## src/rtl/path_err_cnt.sv

```systemverilog
module path_err_cnt #(
  parameter int CW = 16,
  parameter int MW = 8
) (
  input  logic          clk,
  input  logic          rst_n,
  input  logic          frm_vld,
  input  logic [MW-1:0] b3_err_mask,
  input  logic [7:0]    g1_byte,
  input  logic          cpu_rd,
  input  logic          cpu_wr,
  input  logic [1:0]    cpu_addr,
  input  logic [15:0]   cpu_wdata,
  output logic [15:0]   cpu_rdata,
  output logic          irq
);
  localparam logic [CW-1:0] MAXV = '1;

  logic [2:0][CW-1:0] cnt, thr, inc, nxt;
  logic [2:0]         sts, ien, hit, clr;
  logic [CW-1:0]      pc;

  always_comb begin
    pc = '0;
    for (int k = 0; k < MW; k++) pc = pc + CW'(b3_err_mask[k]);
    inc[0] = frm_vld ? pc : '0;
    inc[1] = CW'(frm_vld && (b3_err_mask != '0));
    inc[2] = (frm_vld && !g1_byte[7]) ? CW'(g1_byte[6:4]) : '0;
  end

  for (genvar i = 0; i < 3; i++) begin : g_cnt
    logic          rdhit;
    logic [CW:0]   sum;
    assign rdhit  = cpu_rd && (cpu_addr == 2'(i));
    assign sum    = {1'b0, rdhit ? {CW{1'b0}} : cnt[i]} + {1'b0, inc[i]};
    assign nxt[i] = sum[CW] ? MAXV : sum[CW-1:0];
    assign hit[i] = frm_vld && (nxt[i] > thr[i]);

    always_ff @(posedge clk) begin
      if (!rst_n) begin
        cnt[i] <= '0;
        thr[i] <= MAXV;
      end else begin
        cnt[i] <= nxt[i];
        if (cpu_wr && cpu_addr == 2'(i)) thr[i] <= cpu_wdata[CW-1:0];
      end
    end
  end

  assign clr = (cpu_wr && cpu_addr == 2'd3) ? cpu_wdata[10:8] : 3'b000;

  always_ff @(posedge clk) begin
    if (!rst_n) begin
      sts <= '0;
      ien <= '0;
    end else begin
      sts <= (sts & ~clr) | hit;
      if (cpu_wr && cpu_addr == 2'd3) ien <= cpu_wdata[2:0];
    end
  end

  always_comb begin
    cpu_rdata = '0;
    if (cpu_rd) begin
      case (cpu_addr)
        2'd0:    cpu_rdata = 16'(cnt[0]);
        2'd1:    cpu_rdata = 16'(cnt[1]);
        2'd2:    cpu_rdata = 16'(cnt[2]);
        default: cpu_rdata = {5'b0, sts, 5'b0, ien};
      endcase
    end
  end

  assign irq = |(sts & ien);
endmodule


```

## config.mk

```make
export PLATFORM = sky130hd
export DESIGN_NAME = path_err_cnt
export DESIGN_NICKNAME = d
export VERILOG_FILES = /design/src/rtl/path_err_cnt.sv
export SDC_FILE = /design/constraint.sdc
export NUM_CORES = 1
export LEC_CHECK = 0
export ABC_AREA = 1
export BUFFER_PORTS_ARGS = -buffer_cell sky130_fd_sc_hd__clkbuf_2
export CELL_PAD_IN_SITES_DETAIL_PLACEMENT = 0
export CELL_PAD_IN_SITES_GLOBAL_PLACEMENT = 2
export CORE_MARGIN = 2
export CORE_UTILIZATION = 30
export DETAILED_ROUTE_END_ITERATION = 6
export PLACE_DENSITY_LB_ADDON = 0.1
export SYNTH_ARGS = -nofsm -noshare
export SYNTH_HDL_FRONTEND = slang
export SYNTH_SLANG_ARGS = --single-unit
```

## constraint.sdc

```tcl
create_clock -name clk -period 11 [get_ports clk]
set_clock_uncertainty 0.05 [all_clocks]
set_input_delay 2.2 -clock clk [delete_from_list [all_inputs] [get_ports clk]]
set_output_delay 2.2 -clock clk [all_outputs]
set_load 0.02 [all_outputs]
```

After elaboration in Yosys (flattened, before gate mapping)
Cells that the tools add are included.
- $add $sub $neg: 10
- multiply operators: 0
- divide/modulo/power cells: 0
- order comparisons: 3
- equal/unequal tests: 3
- shifts and indexed selects: 0
- multiplexer cells: 11
- bitwise operators: 4
- reductions and logical operators: 16
- operator list (kind ; count):
    2-to-1 mux 16 bit ; 7
    > comparator 16 bit ; 3
    case mux 16 bit (3 select lines) ; 1
    adder 16 x 1 -> 17 bit ; 1
    adder 16 x 3 -> 17 bit ; 1
    adder 16 x 8 -> 17 bit ; 1
    logical AND 1 bit ; 12
    adder 7 x 1 -> 8 bit ; 1
    2-to-1 mux 8 bit ; 1
    nonzero test 8 bit ; 1
    adder 6 x 1 -> 7 bit ; 1
    adder 5 x 1 -> 6 bit ; 1
    AND 3 bit ; 2
    2-to-1 mux 3 bit ; 2
    adder 4 x 1 -> 5 bit ; 1
    adder 3 x 1 -> 4 bit ; 1
    == test 2 bit, second input constant ; 2
    adder 2 x 1 -> 3 bit ; 1
    inverter 3 bit ; 1
    bitwise OR 3 bit ; 1
    OR reduction 3 bit ; 1
    adder 1 x 1 -> 2 bit ; 1
    == test 2 x 1 -> 1 bit, second input constant ; 1
    logical NOT 2 bit ; 1
    logical NOT 1 bit ; 1
- bits in registers: 102
- bits in latches: 0
- RAM bits: 0
- bits in read-only memories: 0
- word-level logic and storage cells: 55
- memories: 0

Logic depth before layout (Yosys ltp)
Gate-level depths: netlist of the first run.
- depth in word-level cells: 13
- mapped depth: 28

Worst setup path after synthesis of the first run
No wires, ideal clock.
- path kind: input-to-reg
- from: input port b3_err_mask[0]
- to: register sts[0]
- setup time: 0.132 ns
- arrival time: 6.411 ns
- required time: 10.818 ns
- slack: 4.407 ns
- cell stages on the path: 21
- buffers on the path: 1
- cell sequence: inv_1 fa_1 fa_1 fa_1 inv_1 ha_1 fa_1 nand2_1 inv_1 fa_1 a21oi_1 nor2_1 nand4_1 buf_4 nand3_2 ha_1 nand4_1 nor3_1 a31oi_1 nand2_1 a21oi_1
- RTL lines (element ; RTL line ; source):
    start: declaration ; 8 ; input logic [MW-1:0] b3_err_mask,
    end signal: assignment ; 57 ; sts <= (sts & ~clr) | hit;
    end: declaration ; 20 ; logic [2:0] sts, ien, hit, clr;

==> impl_metrics.json, run 1 <==
{
  "status": "completed",
  "crit_chain": "clkbuf_2 -> inv_1 -> fa_1 -> fa_1 -> fa_1 -> inv_1 -> ha_1 -> fa_1 -> nand2_1 -> inv_1 -> fa_1 -> a21oi_1 -> nor2_1 -> nand4_1 -> nand3_2 -> ha_1 -> nand4_1 -> nor3_1 -> a31oi_1 -> nand2_1 -> a21oi_1",
  "wl_um": 22310,
  "drv_cap": 0,
  "ys.flop_type": "dfxtp_1",
  "final_cell_area_mm2": 0.007774,
  "finalCritPeriodShare": 0.6977,
  "core_area_mm2": 0.02278,
  "initial_utilization": 0.3068,
  "slew_viol_final": 0,
  "wl_per_cell_um": 16.13,
  "clkTransAtPathRegs_ps": 80,
  "die_w_um": 156.6,
  "path_buf_inv": 4,
  "syn_to_final_growth_pct": 11.22,
  "hold_path.startpoint": "thr[16]",
  "crit_arrival_ps": 7850,
  "cts_resized": 0,
  "grt_max_degree": 70,
  "portBuffers": 51,
  "fin_tns_setup_ps": 0,
  "dieArea_mm2": 0.02453,
  "holdWs_ps": 436.7,
  "slowest_stage": "nand4_1",
  "avgSynthCellArea_um2": 6.746,
  "firstDrtPassIters": 5,
  "gr-total-overflow": 0,
  "dieHeight_um": 156.6,
  "tritoncts": "yes",
  "ys_async_sr_fraction": 0,
  "synth_area_leaders": "dfxtp_1 29%, nand2_1 15%, ha_1 11%",
  "cts_buffer_depth": 2,
  "synth_largest_area_cell": "dfxtp_1",
  "hold_viol": 0,
  "critPathRequiredTime_ps": 11180,
  "crit_type": "primary input to flop",
  "ir_drop_uv": 66.87,
  "numCtsBuffers": 9,
  "route.detailed.drc": 0,
  "ys_types": 36,
  "grt_pass1_wl_um": 35140,
  "htreeDepth": 3,
  "synth_cells": 1036,
  "postCtsSetupRepairBufs": 0,
  "gp_congestion": 0.7834,
  "slew_headroom": 0.1881,
  "min_period_ps": 7674,
  "max_freq_ghz": 0.1303,
  "rsz0062_at_grt": "no",
  "clk-insertion-delay-late_ps": 350,
  "max_stage_delay_ps": 770,
  "first_iter_violations": 319,
  "p_per_area_mw_per_mm2": 110.7,
  "std_cell_rows": 55,
  "synth_top_area_frac": 0.2922,
  "synth_edf_count": 0,
  "yosysWarnings": 0,
  "worstPathMaxFanout": 20,
  "postRouteAntennaNets": 0,
  "cts.sink_count": 102,
  "netlist_area_mm2": 0.006989,
  "min_path_type": "flop to flop",
  "grt_pass1_vias": 5991,
  "final_common_cell": "nand2_1",
  "ios": 56,
  "fin_total_pwr_mw": 0.8606,
  "antenna_found_initial": 0,
  "end_kind": "flop",
  "cts_hold_buf": 0,
  "fillers": 2563,
  "mostFrequentLayoutCells": "285 x nand2_1, 175 x inv_1, 102 x dfxtp_1",
  "cp-start-kind": "primary input",
  "tightest_slew_ps": 1217,
  "rr_startpoint": "cnt[0]",
  "dp_hpwl_um": 17450,
  "leakagePower_nw": 4.211,
  "worstSetupStartpoint": "b3_err_mask[0]",
  "multiInputGateArea_mm2": 0.004093,
  "crit_top_cell": "fa_1",
  "layout-drive-gt1-share": 0.1000,
  "grtUsageTotal": 0.1902,
  "root_buffer": "clkbuf_16",
  "vias_per_cell": 4.578,
  "cpLargestDelayFamily": "adder cells",
  "dp.cells": 1367,
  "placed_area_mm2": 0.007483,
  "seq_area_frac_synth": 0.2922,
  "synth_seq_cells": 102,
  "num_vias": 6332,
  "finalNonFillerCells": 1383,
  "layout.nets": 1171,
  "syn_nets": 1142,
  "regArea_mm2": 0.002042,
  "finalSetupViolCount": 0,
  "n_antenna_cell": 0
}
-- layout make-up --
class	count	share of cell area
inverters	179	0.08643
clock buffers	10	0.03074
well taps	313	0.05038
multi-input cells	718	0.5265
repair buffers	55	0.03670
flip-flops and latches	102	0.2627
clock inverters	6	0.006599
-- synth_stat cells, drive strengths merged, types with 4 or more instances --
cell type / number
o21bai: 9
nand3: 84
clkbuf: 17
nand4: 17
dfxtp: 102
a21oi: 58
xor2: 9
o211ai: 48
ha: 61
fa: 6
buf: 20
inv: 178
xnor2: 8
nand2: 288
nor3: 7
nor2: 87
o2111ai: 4
o21ai: 22
-- kinds of logic (layout without fill, tap and decap cells) --
| group | Yosys count | count (layout) | synth area share |
|---|---|---|---|
| AND/OR/NAND/NOR | 485 | 485 | 0.3031 |
| buffers and inverters | 216 | 250 | 0.1233 |
| AO/OA/AOI/OAI | 149 | 149 | 0.1337 |
| flip-flops | 102 | 102 | 0.2922 |
| adder cells (fa/ha/maj) | 67 | 67 | 0.1264 |
| XOR/XNOR | 17 | 17 | 0.02130 |
-- routing by layer --
layer | GRT usage | wire length (um) | vias up
li1 | - | - | 3383
met1 | 0.2836 | 11690 | 2831
met2 | 0.2899 | 9571 | 104
met3 | 0.02409 | 768 | 14
met4 | 0.04412 | 282 | 0
met5 | 0 | 0 | -
-- power breakdown --
group	total (mW)	switching, mW	internal [mW]
logic	0.143	0.0925	0.0504
clock network	0.324	0.160	0.164
registers	0.393	0.00869	0.385
-- flip-flops by register name, indices dropped and copies added, names as in the netlist --
name	count
sts	3
ien	3
thr	48
cnt	48
-- worst reg2reg max path, stage by stage, from the launching register on --
cell and delay [ps]:
dfxtp_1 340, inv_1 60, nor2_1 40, ha_1 220, fa_1 410, a21oi_1 390, nor2_1 140, nand4_1 770
nand3_2 200, ha_1 370, nand4_1 150, nor3_1 410, a31oi_1 150, nand2_1 130, a21oi_1 60
-- metrics by stage --
step,util,setup slack [ps]
finish,0.3413,3326
global route,0.3413,2946
CTS,0.3413,3238
detailed placement,0.3285,2856
global placement,0.3285,2889
floorplan,-,4407
-- worst paths after layout --
check	to	slack, ps	cells past startpoint
worst max-delay path	sts[0]	3330	21
worst min-delay path	thr[16]	440	2
worst max register to register	sts[0]	6980	14
worst min register to register	thr[16]	440	2
(Power assumes the default switching activity.)
==> run 2, diff against run 1 <==
==> constraint.sdc (replaced) <==
create_clock -name clk -period 7.9 [get_ports clk]
set_clock_uncertainty 0.05 [all_clocks]
set_input_delay 1.58 -clock clk [delete_from_list [all_inputs] [get_ports clk]]
set_output_delay 1.58 -clock clk [all_outputs]
set_load 0.02 [all_outputs]
==> impl_metrics.json, run 2 (synthesis gave the netlist of run 1 again) <==
{
  "drv_cap": 0,
  "finalSetupViolCount": 0,
  "antenna_found_initial": 0,
  "leakagePower_nw": 4.233,
  "wl_um": 22530,
  "crit_type": "primary input to flop",
  "tritoncts": "yes",
  "route.detailed.drc": 0,
  "final_common_cell": "nand2_1",
  "slowest_stage": "fa_1",
  "firstDrtPassIters": 5,
  "ir_drop_uv": 90.36,
  "p_per_area_mw_per_mm2": 157.9,
  "fin_tns_setup_ps": 0,
  "cts_hold_buf": 0,
  "end_kind": "flop",
  "std_cell_rows": 55,
  "initial_utilization": 0.3068,
  "mostFrequentLayoutCells": "285 x nand2_1, 175 x inv_1, 102 x dfxtp_1",
  "grt_pass1_vias": 6022,
  "die_w_um": 156.6,
  "finalCritPeriodShare": 0.8373,
  "vias_per_cell": 4.572,
  "postRouteAntennaNets": 0,
  "path_buf_inv": 4,
  "num_vias": 6328,
  "pre_cts_ws_ps": 779.3,
  "grt_max_degree": 70,
  "root_buffer": "clkbuf_16",
  "top_regs": "cnt: 48 flops, thr: 48 flops",
  "grt_pass1_wl_um": 35220,
  "slew_viol_final": 0,
  "cts.sink_count": 102,
  "max_stage_delay_ps": 550,
  "ios": 56,
  "dp_hpwl_um": 17490,
  "n_antenna_cell": 0,
  "status": "completed",
  "min_path_type": "flop to flop",
  "gr-total-overflow": 0,
  "dieHeight_um": 156.6,
  "first_iter_violations": 297,
  "clk-insertion-delay-late_ps": 360,
  "numCtsBuffers": 9,
  "layout.nets": 1172,
  "worstPathMaxFanout": 9,
  "cpLargestDelayFamily": "adder cells",
  "fin_ws_ps": 1285,
  "syn_to_final_growth_pct": 11.69,
  "htreeDepth": 3,
  "grtUsageTotal": 0.1926,
  "slew_headroom": 0.1938,
  "max_freq_ghz": 0.1512,
  "postCtsSetupRepairBufs": 0,
  "fillers": 2554,
  "gp_congestion": 0.7802,
  "tightest_slew_ps": 1208,
  "crit_chain": "clkbuf_2 -> inv_1 -> fa_1 -> fa_1 -> fa_1 -> inv_1 -> ha_1 -> fa_1 -> nand2_1 -> inv_1 -> fa_1 -> a21oi_1 -> nor2_1 -> nand4_1 -> nand3_2 -> ha_1 -> nand4_1 -> nor3_1 -> a31oi_1 -> nand2_1 -> a21oi_1",
  "layout-drive-gt1-share": 0.1018,
  "clkTransAtPathRegs_ps": 80,
  "cts_buffer_depth": 2,
  "crit_arrival_ps": 6780,
  "cts_resized": 0,
  "dieArea_mm2": 0.02453,
  "cp-start-kind": "primary input",
  "wl_per_cell_um": 16.28,
  "critPathRequiredTime_ps": 8070,
  "post-route-util": 0.3427,
  "rsz0062_at_grt": "no",
  "crit_top_cell": "fa_1",
  "min_period_ps": 6615,
  "portBuffers": 51,
  "core_area_mm2": 0.02278,
  "hold_viol": 0,
  "holdWs_ps": 443.0
}
[run 2: cell types whose count changed in the layout (fill, tap and decap cells not counted)]
cell / previous run / this run
bufinv_16: 0 / 1
clkinv_1: 1 / 0
inv_6: 4 / 2
clkinvlp_4: 1 / 0
inv_2: 3 / 4
inv_8: 0 / 1
buf_4: 4 / 5
clkinv_4: 1 / 2
[run 2: path summary, 6_finish.rpt]
check,from,to,slack [ps],cells past startpoint
max,b3_err_mask[0],sts[0],1290,21
min,thr[16],thr[16],440,2
max reg2reg,cnt[32],sts[2],4310,19
min reg2reg,thr[16],thr[16],440,2
[run 2: where the power goes]
part           internal (mW)  switching [mW]  leakage (nW)
Combinational         0.0705           0.129          3.25
Clock                  0.261           0.225         0.156
Sequential             0.536          0.0113         0.831
Total                  0.867           0.366          4.23
[run 2: layout make-up]
type	instances	area (um^2)	area share
clock buffers	10	239.0	0.03061
flip-flops and latches	102	2042	0.2616
multi-input cells	718	4093	0.5243
inverters	179	671.9	0.08607
clock inverters	6	76.32	0.009777
well taps	313	391.6	0.05017
repair buffers	56	292.8	0.03751
[run 2: tightest hold or removal path, cell delays in order, from the launching register on]
cell     delay [ps]
dfxtp_1         310
o21ai_0          70
nand3_1          60
[run 2: per-layer routing]
metal  global-route usage  wire [um]  up-vias
met5                    0          0        -
met4              0.03408        195        0
met3              0.02852        496       10
met2               0.2958       9726       70
met1               0.2872      12120     2851
li1                     -          -     3397
[run 2: per-stage QoR]
step / instances / area, um^2 / total power [mW]
floorplan: 1036 / 6989 / 0.6974
global placement: 1368 / 7491 / 0.7618
detailed placement: 1368 / 7491 / 0.7621
CTS: 1384 / 7806 / 1.256
global route: 1384 / 7806 / 1.307
finish: 1384 / 7806 / 1.233
